--- src/rtl/atsr_pkg.sv ---
`timescale 1ns/1ps
package atsr_pkg;
    localparam int unsigned SEG_DEPTH_DFLT = 16;
    localparam int unsigned MAX_SEGS       = 4;

    // Select width for an n-way choice; a single choice still needs one bit.
    function automatic int unsigned sel_width(input int unsigned n);
        return (n > 1) ? $clog2(n) : 1;
    endfunction
endpackage

--- src/rtl/atsr_mux.sv ---
`timescale 1ns/1ps
module atsr_mux #(
    parameter int unsigned N = 16,
    localparam int unsigned SEL_W = atsr_pkg::sel_width(N)
) (
    input  logic [N-1:0]     d,
    input  logic [SEL_W-1:0] sel,
    output logic             y
);
    // An out-of-range select (N not a power of two) yields 0.
    always_comb begin
        y = 1'b0;
        for (int i = 0; i < int'(N); i++) begin
            if (sel == SEL_W'(i)) y = d[i];
        end
    end
endmodule

--- src/rtl/atsr_segment.sv ---
`timescale 1ns/1ps
module atsr_segment #(
    parameter int unsigned DEPTH = atsr_pkg::SEG_DEPTH_DFLT,
    localparam int unsigned SEL_W = $clog2(DEPTH)
) (
    input  logic             clk,
    input  logic             shift_en,
    input  logic             seg_in,
    input  logic [SEL_W-1:0] tap_sel,
    output logic             tap_o,
    output logic             last_o
);
    typedef struct packed {
        logic [DEPTH-1:0] stg;
    } seg_state_t;

    seg_state_t st_d, st_q;

    always_comb begin
        st_d = st_q;
        if (shift_en) st_d.stg = {st_q.stg[DEPTH-2:0], seg_in};
    end

    always_ff @(posedge clk) begin
        st_q <= st_d;
    end

    atsr_mux #(.N(DEPTH)) u_tap_mux (
        .d   (st_q.stg),
        .sel (tap_sel),
        .y   (tap_o)
    );

    assign last_o = st_q.stg[DEPTH-1];

    // Checks are armed after the first edge so $past always has history.
    logic armed_q = 1'b0;
    always_ff @(posedge clk) armed_q <= 1'b1;

    p_head_load_r1: assert property (@(posedge clk) disable iff (!armed_q)
        shift_en |=> st_q.stg[0] == $past(seg_in));

    for (genvar k = 1; k < int'(DEPTH); k++) begin : g_chk
        p_stage_move_r1: assert property (@(posedge clk) disable iff (!armed_q)
            shift_en |=> st_q.stg[k] == $past(st_q.stg[k-1]));
    end

    p_hold_r2: assert property (@(posedge clk) disable iff (!armed_q)
        !shift_en |=> $stable(st_q.stg));
endmodule

--- src/rtl/atsr_top.sv ---
`timescale 1ns/1ps
module atsr_top #(
    parameter int unsigned SEG_DEPTH = atsr_pkg::SEG_DEPTH_DFLT,
    parameter int unsigned NUM_SEGS  = atsr_pkg::MAX_SEGS,
    localparam int unsigned LOC_W  = $clog2(SEG_DEPTH),
    localparam int unsigned SEGS_W = (NUM_SEGS > 1) ? $clog2(NUM_SEGS) : 0,
    localparam int unsigned ADDR_W = LOC_W + SEGS_W
) (
    input  logic              clk,
    input  logic              shift_en,
    input  logic              ser_in,
    input  logic [ADDR_W-1:0] tap_addr,
    output logic              tap_out,
    output logic              chain_out
);
    logic [NUM_SEGS-1:0] seg_in;
    logic [NUM_SEGS-1:0] seg_tap;
    logic [NUM_SEGS-1:0] seg_last;

    assign seg_in[0] = ser_in;

    for (genvar i = 0; i < int'(NUM_SEGS); i++) begin : gen_seg
        if (i > 0) begin : g_link
            assign seg_in[i] = seg_last[i-1];
        end
        atsr_segment #(.DEPTH(SEG_DEPTH)) u_seg (
            .clk      (clk),
            .shift_en (shift_en),
            .seg_in   (seg_in[i]),
            .tap_sel  (tap_addr[LOC_W-1:0]),
            .tap_o    (seg_tap[i]),
            .last_o   (seg_last[i])
        );
    end

    if (NUM_SEGS > 1) begin : g_segsel
        atsr_mux #(.N(NUM_SEGS)) u_seg_mux (
            .d   (seg_tap),
            .sel (tap_addr[ADDR_W-1:LOC_W]),
            .y   (tap_out)
        );
    end else begin : g_single
        assign tap_out = seg_tap[0];
    end

    assign chain_out = seg_last[NUM_SEGS-1];

    logic armed_q = 1'b0;
    always_ff @(posedge clk) armed_q <= 1'b1;

    // Deepest address reaches the same stage as the chain output.
    p_chain_tap_r5: assert property (@(posedge clk) disable iff (!armed_q)
        (tap_addr == '1) |-> (tap_out == chain_out));

    // With no shift and a steady address the tap cannot move.
    p_addr_only_r4: assert property (@(posedge clk) disable iff (!armed_q)
        ($past(!shift_en) && $stable(tap_addr)) |-> $stable(tap_out));

    for (genvar i = 1; i < int'(NUM_SEGS); i++) begin : g_seam_chk
        p_seam_r6: assert property (@(posedge clk) disable iff (!armed_q)
            shift_en |=> gen_seg[i].u_seg.st_q.stg[0] == $past(seg_last[i-1]));
    end
endmodule

--- config.mk ---
export PLATFORM = sky130hd
export DESIGN_NAME = atsr_top
export DESIGN_NICKNAME = d
export VERILOG_FILES = /design/src/rtl/atsr_pkg.sv /design/src/rtl/atsr_mux.sv /design/src/rtl/atsr_segment.sv /design/src/rtl/atsr_top.sv
export SDC_FILE = /design/constraint.sdc
export NUM_CORES = 1
export LEC_CHECK = 0
export ABC_CLOCK_PERIOD_IN_PS = 2410
export BUFFER_PORTS_ARGS = -buffer_cell sky130_fd_sc_hd__buf_2
export CELL_PAD_IN_SITES_DETAIL_PLACEMENT = 0
export CELL_PAD_IN_SITES_GLOBAL_PLACEMENT = 1
export CORE_MARGIN = 2
export CORE_UTILIZATION = 30
export DETAILED_ROUTE_END_ITERATION = 8
export MAX_ROUTING_LAYER = met4
export PLACE_DENSITY = 0.46
export SLEW_MARGIN = 20
export SYNTH_ARGS = -nofsm -noshare
export SYNTH_HDL_FRONTEND = slang
export SYNTH_HIERARCHICAL = 1
export SYNTH_SLANG_ARGS = --single-unit
--- constraint.sdc ---
create_clock -name clk -period 2.41 [get_ports clk]
set_input_delay 0.3615 -clock clk [delete_from_list [all_inputs] [get_ports clk]]
set_output_delay 0.3615 -clock clk [all_outputs]
set_load 0.005 [all_outputs]
Yosys cells after proc, flatten, opt, wreduce, memory -nomap -nowiden
Cells that the tools add are included.
Cells by class
  equal/unequal tests: 18
  muxes and demuxes: 68
  reduce and logical (&&, ||, !) cells: 2
Operators with widths (count)
  $mux 1: 68
  $eq 4x4->1 const B: 8
  $eq 4x3->1 const B: 4
  $eq 4x2->1 const B: 2
  $eq 2x2->1 const B: 2
  $eq 4x1->1 const B: 1
  $logic_not 4->1: 1
  $eq 2x1->1 const B: 1
  $logic_not 2->1: 1
Word-level totals
  flip-flop bits (word level): 64
  input bits: 9
  output and inout port bits: 2
  logic and storage cells: 92

Logic depth before layout (Yosys ltp)
Gate-level depths: netlist of the first run.
  depth after elaboration: 21
  mapped depth: 6
  depth with buffers taken out: 5

Hierarchy
Netlist of the first run, hierarchy kept.
By module, submodules not included
  atsr_segment: times used 4, cells an instance 16, area each 480.5 µm², sequential area each 480.5 µm²
  atsr_mux (gen_seg[0].u_seg.u_tap_mux ...): times used 4, cells an instance 16, area each 170.2 µm², sequential area each 0.0 µm²
  atsr_mux (g_segsel.u_seg_mux): times used 1, cells an instance 1, area each 22.5 µm², sequential area each 0.0 µm²

Least setup slack after synthesis of the first run
No wires, ideal clock.
  path type: in2out
  from: input port tap_addr[0]
  to: output port tap_out
  arrival time: 1675 ps
  data required time: 2049 ps
  setup slack: 373 ps
  cell stages on the path: 5
  buffers on the path: 1
  cells stage by stage: buf_6 > mux4_1 > mux2i_1 > o22ai_1 > mux4_2
Between the ends
  elaborated cells between the ends (all ways): 84
  classes of those cells: eq/ne (15); mux (68); reduce/logical (1)
RTL lines
  start, declared: line atsr_top.sv:12  | input logic [ADDR_W-1:0] tap_addr,
  $logic_not 4->1: line atsr_mux.sv:14  | if (sel == SEL_W'(i)) y = d[i];
  $mux 1 (15 in a row): line atsr_mux.sv:14
  $mux 1 *: line atsr_mux.sv:14
  via seg_tap[3]: line atsr_top.sv:17  | logic [NUM_SEGS-1:0] seg_tap;
  $mux 1 *: line atsr_mux.sv:14
  end, declared: line atsr_top.sv:13  | output logic tap_out,
The timed path passes the listed nets; every way through them passes the cells marked *.

Worst setup path after layout of the first run
  from: register gen_seg[1].u_seg/st_q[13] (netlist name)
  to: output port tap_out
Between the ends
  longest elaborated chain between the ends: 6
Ends and longest elaborated chain
  start, declared: line atsr_segment.sv:17  | seg_state_t st_d, st_q;
  start signal, assigned: line atsr_segment.sv:25  | st_q <= st_d;
  $mux 1 (3 in a row): line atsr_mux.sv:14
  via seg_tap[1]: line atsr_top.sv:17
  $mux 1 (3 in a row): line atsr_mux.sv:14
The timed path passes the listed nets, and every way through them passes these cells.

==> results by group, run 1 <==
Outcome
  – Run status: complete, but fails checks
  – Failing checks: negative setup slack

Yosys
  – Post-Syn Nets: 138
  – Post-synthesis register bit count: 64
  – Syn. warnings: 6
  – Distinct cells, synth: 15
  – Mapped Avg Cell Area: 20.35 sq um
  – Seq/Total Area, Yosys: 0.7321
  – Post-Syn Instances: 129
  – Cell area after synthesis: 0.002625 sq mm

Final layout
  – FILL cells: 852
  – Syn-to-layout area delta: 21.02%
  – Layout cells sized above 1: 0.3933
  – Final Non-Filler Cells: 286
  – NumNets Final: 182
  – Largest Register: gen_seg.u_seg/st_q
  – Final instance area: 0.003177 sq mm
  – N_diodes: 0
  – Max reg flops: 64
  – Largest regs: gen_seg.u_seg/st_q: 64 flops
  – Final Util: 0.3697

Global route
  – Grt ovf: 0
  – Antenna violations before repair: 0
  – Largest net degree at the start of global routing: 65
  – Vias in the first global route: 1450
  – GRT Total Usage: 0.1159
  – First-pass GRT wire length: 7.941 mm

Critical path
  – Reg-to-Reg End: gen_seg[1].u_seg/st_q[1]
  – Crit path from: gen_seg[1].u_seg/st_q[13]
  – Crit end category: output port
  – Worst R2R Setup Slack: 1.49 ns
  – Worst setup path endpoint: tap_out
  – Critical path data arrival time: 2.14 ns
  – R2R cell count: 2
  – CP max FO: 3
  – Critical Path RT: 2.05 ns
  – RR Startpoint: gen_seg[1].u_seg/st_q[0]
  – Crit Path Class: reg2out
  – CP startpoint kind: flip-flop

Place
  – Inst Count DP: 258
  – Post-placement cell area: 0.002890 sq mm
  – Hpwl dp: 2.821 mm
  – Setup WS pre-CTS: -0.2985 ns
  – Number of port buffers: 10
  – Gpl congestion: 0.6956

Detailed routing
  – Detailed Routing Iterations Pass 1: 4
  – WL met1: 2.360 mm
  – Highest metal used: met4
  – Detail-routed via count per cell: 4.825
  – Met2 wire length: 2.427 mm
  – Met3 wire len: 223 um
  – Via count: 1380
  – Drt total wl: 5.086 mm
  – Detail Route Antenna Nets: 0
  – Iteration-0 DRC count of the detailed router: 86
  – Residual DRC: 0
  – Routed len/inst: 17.78 um

Worst hold path
  – Min-delay worst type: in2reg
  – Hold depth: 1

Floorplan
  – I/O pin count: 11
  – Rows: 34
  – Die Height: 97.54 um
  – Initial core utilization: 0.3055
  – Core area: 0.008593 sq mm
  – Die area: 0.009514 sq mm
  – Die width: 97.54 um

Power and ir drop
  – Power Total: 2.420 mW
  – Pwr dens: 761.7 mW/mm^2
  – Peak VDD IR: 0.0002512 V
  – P_leak: 1.133 nW

Clocking
  – Clk_lat worst skew: 0.34 ns
  – Clock Sinks: 64
  – Clock buffer count from CTS: 9
  – Clock Path Buffers: 2
  – Root Driver: clkbuf_8
  – Clk slew on worst S/H paths: 0.07 ns
  – H-tree depth: 3
  – CTS tree: built

Timing
  – Hold Vio Cnt, Final: 0
  – Max Freq: 400.1 MHz
  – Final period util: 1.037
  – Final setup viols: 1
  – Rel. slew slack: 0.6889
  – Worst Tran Pin Value: 0.4666 ns
  – RSZ-0062 raised after global routing: yes
  – Slew Limit Fails: 0
  – Worst Skew: 0.01012 ns
  – Fin worst setup slack: -0.08949 ns
  – Setup TNS: -0.08949 ns
  – Hold WS: 0.1949 ns
  – Min cycle time layout: 2.499 ns

Flow run
  – Max_cap viols: 0
-- where the power goes --
part	internal [mW]	leakage [nW]	switching [mW]
Combinational	0.106	0.416	0.0906
Sequential	1.30	0.626	0.0339
Clock	0.467	0.0901	0.425
Total	1.87	1.13	0.550
-- critical path, cell delays in order (launching register included) --
cell	delay [ns]
edfxtp_1	0.42
mux4_1	0.53
o21ai_1	0.14
o22ai_1	0.12
mux4_2	0.46
buf_2	0.14
-- cell usage after synthesis, drive strengths merged --
cell type	instances	area, sq um
a21oi	4	20.02
nand3	4	20.02
mux4	13	337.8
edfxtp	64	1922
a31o	4	35.03
a221oi	4	35.03
inv	4	15.01
nor2b	4	25.02
nand2b	4	25.02
o22ai	4	25.02
buf	4	45.04
o21ai	8	40.04
mux2i	8	80.08
-- kinds of logic (layout without fill, tap and decap cells) --
kind of cell    after synthesis  after routing  share of synthesized area
compound gates               24             24                    0.05910
buf+inv                       8             57                    0.02288
flops                        64             64                     0.7321
mux                          21             21                     0.1592
simple gates                 12             12                    0.02669
-- cell usage in the layout, fill, tap and decap left out, drive strengths merged --
cell      instances
nand3             4
mux2i             8
clkinvlp          2
bufinv            1
nor2b             4
a221oi            4
a31o              4
mux4             13
buf              37
o22ai             4
o21ai             8
inv               4
clkbuf            9
nand2b            4
a21oi             4
clkinv            4
edfxtp           64
-- what timing repair did --
| item | CTS | global route |
|---|---|---|
| pin swaps | 3 | 3 |
| gates resized for setup | 13 | 8 |
| endpoints found under the setup margin | 1 | 1 |
| setup buffers | 6 | 6 |
| hold buffers | 0 | 0 |
-- cell type report --
type	count	area, sq um	share of cell area
Sequential cell	64	1922	0.6050
Multi-Input combinational cell	57	640.6	0.2017
Timing Repair Buffer	37	277.8	0.08744
Tap cell	108	135.1	0.04254
Clock buffer	9	123.9	0.03899
Clock inverter	7	62.56	0.01969
Inverter	4	15.01	0.004726
-- worst min path at each step --
stage	from	endpoint	slack, ns
detailed placement	gen_seg[1].u_seg/st_q[12]	gen_seg[1].u_seg/st_q[13]	0.43
global placement	gen_seg[0].u_seg/st_q[1]	gen_seg[0].u_seg/st_q[2]	0.42
global route	ser_in	gen_seg[0].u_seg/st_q[0]	0.17
finish	ser_in	gen_seg[0].u_seg/st_q[0]	0.19
CTS	ser_in	gen_seg[0].u_seg/st_q[0]	0.17
floorplan	gen_seg[0].u_seg/st_q[1]	gen_seg[0].u_seg/st_q[2]	0.42
-- per-layer routing --
layer	vias to the layer above	track usage
met5	-	-
met4	0	0.04487
met3	7	0.05396
met2	31	0.1592
met1	714	0.1495
li1	628	-
No activity file was read; power rests on OpenSTA's default activity.
==> run 2, diff against run 1 <==
--- a/config.mk
+++ b/config.mk
@@ -5,7 +5,7 @@
 export SDC_FILE = /design/constraint.sdc
 export NUM_CORES = 1
 export LEC_CHECK = 0
-export ABC_CLOCK_PERIOD_IN_PS = 2410
+export ABC_CLOCK_PERIOD_IN_PS = 2500
 export BUFFER_PORTS_ARGS = -buffer_cell sky130_fd_sc_hd__buf_2
 export CELL_PAD_IN_SITES_DETAIL_PLACEMENT = 0
 export CELL_PAD_IN_SITES_GLOBAL_PLACEMENT = 1
==> constraint.sdc (replaced) <==
create_clock -name clk -period 2.5 [get_ports clk]
set_input_delay 0.375 -clock clk [delete_from_list [all_inputs] [get_ports clk]]
set_output_delay 0.375 -clock clk [all_outputs]
set_load 0.005 [all_outputs]
==> run 2 against run 1 <==
  * The flow still finishes with violations (negative setup slack)
  * Via count is 1.5% lower
  * Cell count is 1.0% lower
  * Worst setup slack better by 0.068 ns
  * Flip-flop and latch count stayed put
  * First-iteration DRC count is 30% lower
  * Clock power is 3.7% higher
  * Utilization is 0.60 points higher
  * Global-route usage is 0.32 points lower
  * Sequential share of layout area is 0.96 points lower
  * Total power is 0.57% lower
  * Largest power group unchanged
==> results by group, run 2 (synthesis gave the netlist of run 1 again) <==
Final layout
  – Max reg flops: 64 (unchanged)
  – Largest Register: gen_seg.u_seg/st_q
  – Final instance area: 0.003228 sq mm (+1.6%)
  – Final Util: 0.3757 (+0.005970)
  – FILL cells: 800 (-6.1%)
  – Layout cells sized above 1: 0.3714 (-0.02183)
  – Largest regs: gen_seg.u_seg/st_q: 64 flops
  – Commonest non-fill, non-tap cell in the layout: edfxtp_1
  – Syn-to-layout area delta: 22.97%
  – Reg area: 0.001922 sq mm (unchanged)
  – Area of the multi-input gates: 676.9 sq um (+5.7%)
  – N_diodes: 0 (unchanged)
  – NumNets Final: 179 (-1.6%)
  – Most frequent cells in the layout: 64 x edfxtp_1, 20 x buf_4, 9 x clkbuf_8

Critical path
  – Critical path data arrival time: 2.15 ns (about the same)
  – CP max FO: 2 (-1)
  – Crit Path Class: reg2out
  – CP startpoint kind: flip-flop
  – Critical Path RT: 2.12 ns (+0.07 ns)
  – Crit end category: output port

Floorplan
  – Die Height: 97.54 um (unchanged)
  – I/O pin count: 11 (unchanged)
  – Die width: 97.54 um (unchanged)
  – Die area: 0.009514 sq mm (unchanged)
  – Initial core utilization: 0.3055 (unchanged)
  – Core area: 0.008593 sq mm (unchanged)
  – Rows: 34 (unchanged)

Timing
  – Max Freq: 396.7 MHz
  – Rel. slew slack: 0.5800 (-0.1089)
  – Slew Limit Fails: 0 (unchanged)
  – Final period util: 1.008
  – Worst Tran Pin Value: 0.6299 ns (+0.1633 ns)
  – Worst Skew: 0.008639 ns (-0.001485 ns)
  – Fin worst setup slack: -0.02108 ns (+0.06841 ns)
  – Min cycle time layout: 2.521 ns
  – Hold WS: 0.2221 ns (+0.02718 ns)
  – RSZ-0062 raised after global routing: yes
  – Final setup viols: 1 (unchanged)
  – Hold Vio Cnt, Final: 0 (unchanged)

Detailed routing
  – Detail Route Antenna Nets: 0 (unchanged)
  – Detail-routed via count per cell: 4.802 (-0.48%)
  – Routed len/inst: 17.73 um (-0.27%)
  – Via count: 1359 (-1.5%)
  – Residual DRC: 0 (unchanged)
  – Drt total wl: 5.019 mm (-1.3%)
  – Detailed Routing Iterations Pass 1: 4 (unchanged)
  – Iteration-0 DRC count of the detailed router: 60 (-30%)

Clocking
  – Clock Path Buffers: 2 (unchanged)
  – CTS tree: built
  – Clock buffer count from CTS: 9 (unchanged)
  – Root Driver: clkbuf_8
  – Clk slew on worst S/H paths: 0.07 ns (about the same)
  – CTS hold repair buffers: 0 (unchanged)
  – H-tree depth: 3 (unchanged)
  – Clock Sinks: 64 (unchanged)
  – Clk_lat worst skew: 0.33 ns (about the same)

Place
  – Hpwl dp: 3.042 mm (+7.8%)
  – Gpl congestion: 0.7222 (+3.8%)
  – Number of port buffers: 10 (unchanged)
  – Post-placement cell area: 0.002923 sq mm (+1.1%)

Power and ir drop
  – Peak VDD IR: 0.0002691 V (+7.1%)
  – Pwr dens: 745.4 mW/mm^2 (-2.1%)
  – P_leak: 1.154 nW (+1.9%)

Global route
  – Grt ovf: 0 (unchanged)
  – Largest net degree at the start of global routing: 41 (-37%)
  – First-pass GRT wire length: 7.769 mm (-2.2%)
  – Vias in the first global route: 1421 (-2.0%)
  – GRT Total Usage: 0.1127 (-0.003233)
  – Antenna violations before repair: 0 (unchanged)

Worst hold path
  – Min-delay worst type: in2reg

Outcome
  – Run status: complete, but fails checks
  – Failing checks: negative setup slack

Flow run
  – Max_cap viols: 0 (unchanged)
==> run 2: cell count changes in the layout (fill, tap and decap cells not counted), moves of 3 or more <==
cell     before  now
buf_4        26   20
mux4_1        2    7
mux4_2       11    6
o21ai_1       5    2
o22ai_1       4    1
o22ai_2       0    3
==> run 2: cell type report <==
type,count,area share
timing repair buffer,34,0.08566
clock inverter,5,0.02209
inverter,4,0.004651
multi-input combinational,57,0.2097
sequential,64,0.5953
tap,108,0.04186
clock buffer,11,0.04070
==> run 2: power by group <==
group	leakage [nW]	total [mW]	internal, mW	switching (mW)
clock network	0.100	0.925	0.552	0.373
registers	0.626	1.28	1.25	0.0323
logic	0.428	0.197	0.105	0.0919
total	1.15	2.41	1.91	0.497
==> run 2: what timing repair did <==
action	4_1_cts	5_1_grt
pin swaps	1	2
resized for setup	6	12
cloned	0	0
setup buffers	5	3
hold endpoints to repair	0	0
setup endpoints to repair	1	1
==> run 2: path summary, 6_finish.rpt <==
path | slack [ns] | start | to | cells after the start
worst max-delay path | -0.02 | gen_seg[0].u_seg/st_q[12] | tap_out | 5
worst min-delay path | 0.22 | ser_in | gen_seg[0].u_seg/st_q[0] | 1
worst max register to register | 1.57 | gen_seg[1].u_seg/st_q[0] | gen_seg[1].u_seg/st_q[1] | 2
worst min register to register | 0.44 | gen_seg[2].u_seg/st_q[10] | gen_seg[2].u_seg/st_q[11] | 0
==> run 2: metal layers <==
layer  up-vias  global-route usage  wire [um]  part of all wire
met3        10             0.03094        156             0.031
li1        628                   -          -                 -
met1       698              0.1520       2489              0.50
met4         0             0.06090        114             0.023
met5         -                   -          0                 0
met2        23              0.1544       2259              0.45
==> run 2: critical path: stages, from the launching register on <==
cell,delay (ns)
edfxtp_1,0.42
mux4_1,0.51
o21ai_1,0.18
o22ai_2,0.11
mux4_2,0.46
buf_2,0.14
==> run 2: stage by stage <==
step | total power, mW | cells | TNS (ns) | setup slack (ns)
floorplan | 1.379 | 129 | 0 | 0.4364
global placement | 1.471 | 259 | -0.08559 | -0.08559
detailed placement | 1.475 | 259 | -0.06400 | -0.06400
CTS | 2.427 | 280 | -0.05124 | -0.05124
global route | 2.508 | 283 | -0.1042 | -0.1042
finish | 2.406 | 283 | -0.02108 | -0.02108
==> run 3, diff against run 2 <==
--- a/config.mk
+++ b/config.mk
@@ -5,6 +5,7 @@
 export SDC_FILE = /design/constraint.sdc
 export NUM_CORES = 1
 export LEC_CHECK = 0
+export ABC_AREA = 1
 export ABC_CLOCK_PERIOD_IN_PS = 2500
 export BUFFER_PORTS_ARGS = -buffer_cell sky130_fd_sc_hd__buf_2
 export CELL_PAD_IN_SITES_DETAIL_PLACEMENT = 0
@@ -13,7 +14,7 @@
 export CORE_UTILIZATION = 30
 export DETAILED_ROUTE_END_ITERATION = 8
 export MAX_ROUTING_LAYER = met4
-export PLACE_DENSITY = 0.46
+export PLACE_DENSITY = 0.5
 export SLEW_MARGIN = 20
 export SYNTH_ARGS = -nofsm -noshare
 export SYNTH_HDL_FRONTEND = slang
==> run 3 against run 2 <==
  * The run now ends clean
  * Clock-buffer cell count fell by 2
  * Maximum frequency increased by 12%
  * Cell count rose by 54%
  * Synthesized cell count is 110% higher
  * Area after synthesis rose by 9.5%
  * Worst hold slack worse by 0.013 ns
  * Sequential share of layout area down 1.3 points
  * Largest cell class unchanged
==> results by group, run 3 <==
Outcome
  – Run status: complete, no violations

Global route
  – GRT Total Usage: 0.1266 (+0.01395)
  – First-pass GRT wire length: 9.515 mm (+22%)
  – Largest net degree at the start of global routing: 36 (-12%)
  – Grt ovf: 0 (unchanged)
  – Antenna violations before repair: 0 (unchanged)
  – Vias in the first global route: 1940 (+37%)

Detailed routing
  – Routed len/inst: 12.82 um (-28%)
  – Via count: 1891 (+39%)
  – Residual DRC: 0 (unchanged)
  – Detail-routed via count per cell: 4.337 (-9.7%)
  – Detailed Routing Iterations Pass 1: 4 (unchanged)
  – Detail Route Antenna Nets: 0 (unchanged)
  – Iteration-0 DRC count of the detailed router: 84 (+40%)
  – Drt total wl: 5.589 mm (+11%)

Yosys
  – Post-synth ARST share: 0 (unchanged)
  – Synth top area share: 0.6687 (-0.06343)
  – Syn. warnings: 6 (unchanged)
  – Most frequent cell after synthesis: nand2_1
  – Post-synthesis register bit count: 64 (unchanged)
  – Mapped Avg Cell Area: 10.38 sq um (-49%)
  – Post-synth EDFFs: 64 (unchanged)
  – Seq/Total Area, Yosys: 0.6687 (-0.06343)
  – Post-Syn Nets: 286 (+110%)
  – Dominant synthesized flop cell: edfxtp_1
  – Post-Synth Simple-Gate Area: 0.2451 (+0.2184)
  – Compound-gate portion of the synthesized area: 0 (-0.05910)
  – Cell area after synthesis: 0.002874 sq mm (+9.5%)
  – Synth Area in Adders: 0 (unchanged)
  – Largest family of logic cells by synthesized area: simple AND/OR/NAND/NOR gates
  – Mux cell area share after synthesis: 0 (-0.1592)
  – XOR/XNOR share of the synthesized area: 0 (unchanged)
  – Post-Syn Instances: 277 (+110%)
  – Synth top cells by count: 73 x nand2_1, 64 x edfxtp_1, 46 x nand3_1
  – Distinct cells, synth: 11 (-4)
  – Synth area leaders: edfxtp_1 67%, nand2_1 9.5%, nand3_1 8.0%
  – Cell taking the most area after synthesis: edfxtp_1

Timing
  – Rel. slew slack: 0.6903 (+0.1102)
  – Hold WS: 0.2088 ns (-0.01325 ns)
  – Hold Vio Cnt, Final: 0 (unchanged)
  – Final period util: 0.8984 (-0.1100)
  – Final setup viols: 0 (-1)
  – RSZ-0062 raised after global routing: no
  – Min cycle time layout: 2.246 ns (-0.2750 ns)
  – Slew Limit Fails: 0 (unchanged)
  – Worst Tran Pin Value: 0.4646 ns (-0.1654 ns)
  – Setup TNS: 0 ns (+0.02108 ns)
  – Worst Skew: 0.004942 ns (-0.003697 ns)
  – Max Freq: 445.2 MHz (+12%)

Clocking
  – Root Driver: clkbuf_8
  – Clock buffer count from CTS: 9 (unchanged)
  – Clock Sinks: 64 (unchanged)
  – CTS hold repair buffers: 0 (unchanged)
  – H-tree depth: 3 (unchanged)
  – Resized Gates After CTS: 0 (-6)
  – Clk slew on worst S/H paths: 0.07 ns (about the same)
  – Clk_lat worst skew: 0.34 ns (about the same)
  – Setup Fix Bufs, Post-CTS: 0 (-5)
  – CTS tree: built
  – Clock Path Buffers: 2 (unchanged)

Critical path
  – Crit Path Class: in2out
  – CP startpoint kind: primary input
  – CP max FO: 23 (+21)
  – Crit end category: output port
  – Crit-path cells: buf_2 -> buf_4 -> or2_0 -> nand3_1 -> nand3_1 -> nand3_1 -> nand2_1 -> nand2_1 -> nand4_2 -> inv_1 -> nand2_1 -> nand3_1 -> nand2_1 -> buf_2
  – Family with the most delay on the worst path: buffers and inverters
  – Slowest cell delay on critical path: 0.38 ns (-0.13 ns)
  – Critical Path Slowest Stage Cell: buf_2
  – Critical Path RT: 2.12 ns (about the same)
  – Critical path data arrival time: 1.87 ns (-0.28 ns)
  – Number of buffers and inverters on the critical path: 4 (+3)

Floorplan
  – Die width: 101.9 um (+4.4%)
  – Initial core utilization: 0.3096 (+0.004094)
  – Rows: 35 (+2.9%)
  – Die Height: 101.9 um (+4.4%)
  – Core area: 0.009284 sq mm (+8.0%)
  – I/O pin count: 11 (unchanged)
  – Die area: 0.01038 sq mm (+9.1%)

Worst hold path
  – Min-delay worst type: in2reg

Power and ir drop
  – Part of the power in the clock network: 0.371 (-0.013)
  – Sequential Power Share: 0.551 (+0.018)
  – Gate power share: 0.078 (-0.004)
  – Pwr dens: 704.3 mW/mm^2 (-5.5%)
  – Cell-internal power: 1.762 mW (-7.7%)
  – Switching power: 0.5619 mW (+13%)
  – Peak VDD IR: 0.0003337 V (+24%)
  – P_leak: 1.381 nW (+20%)
  – Sw Share: 0.2418 (+0.03531)
  – Power Total: 2.324 mW (-3.4%)

Final layout
  – Layout cells sized above 1: 0.1498 (-0.2216)
  – Largest Register: gen_seg.u_seg/st_q
  – NumNets Final: 311 (+74%)
  – Commonest non-fill, non-tap cell in the layout: nand2_1
  – N_diodes: 0 (unchanged)
  – FILL cells: 989 (+24%)
  – Largest regs: gen_seg.u_seg/st_q: 64 flops
  – Most frequent cells in the layout: 73 x nand2_1, 64 x edfxtp_1, 46 x nand3_1
  – Syn-to-layout area delta: 14.80%
  – Max reg flops: 64 (unchanged)

Flow run
  – Max_cap viols: 0 (unchanged)

Place
  – Gpl congestion: 0.7360 (+1.9%)
  – Hpwl dp: 3.594 mm (+18%)
  – Number of port buffers: 10 (unchanged)
## run 3: cell types whose count changed in the layout (fill, tap and decap cells not counted), moves of 7 or more
cell	delta
buf_4	-13
inv_1	+39
inv_2	+10
mux4_1	-7
nand2_1	+73
nand3_1	+42
nor2_1	+12
nor3_1	+16
## run 3: per-stage QoR
step | util | instance area, sq um | setup slack [ns] | instances
global placement | 0.3353 | 3113 | 0.2220 | 420
finish | 0.3554 | 3299 | 0.2540 | 436
CTS | 0.3554 | 3299 | 0.2186 | 436
global route | 0.3554 | 3299 | 0.003626 | 436
detailed placement | 0.3353 | 3113 | 0.2216 | 420
floorplan | - | 2874 | 0.8763 | 277
## run 3: worst paths after layout
kind	from	slack, ns	end	cells past startpoint
worst max register to register	gen_seg[2].u_seg/st_q[11]	1.80	gen_seg[2].u_seg/st_q[12]	0
worst max-delay path	tap_addr[0]	0.25	tap_out	14
worst min-delay path	ser_in	0.21	gen_seg[0].u_seg/st_q[0]	1
worst min register to register	gen_seg[0].u_seg/st_q[3]	0.45	gen_seg[0].u_seg/st_q[4]	0
## run 3: area by class of cell
| class | count | area (sq um) | share of cell area |
|---|---|---|---|
| clock buffer | 9 | 123.9 | 0.03754 |
| clock inverter | 7 | 62.56 | 0.01896 |
| inverter | 54 | 202.7 | 0.06143 |
| multi-input combinational | 155 | 704.4 | 0.2135 |
| sequential | 64 | 1922 | 0.5825 |
| tap | 129 | 161.4 | 0.04892 |
| timing repair buffer | 18 | 122.6 | 0.03716 |
## run 3: routing by layer
layer | routed length [um] | GRT usage
met4 | 93 | 0.05026
met2 | 2432 | 0.1872
met5 | 0 | -
met3 | 188 | 0.03830
met1 | 2874 | 0.1634
## run 3: power by group through the flow
stage,combinational [mW],clock (mW),sequential (mW)
after detailed placement,0.185,0,1.30
after global placement,0.187,0,1.30
after floorplan,0.110,0,1.29
after global routing,0.211,0.933,1.29
after CTS,0.186,0.892,1.28
final,0.182,0.862,1.28
## run 3: cells by family after synthesis
kind of cell | Yosys count
buffers and inverters | 58
DFF | 64
and+or+nand+nor | 155
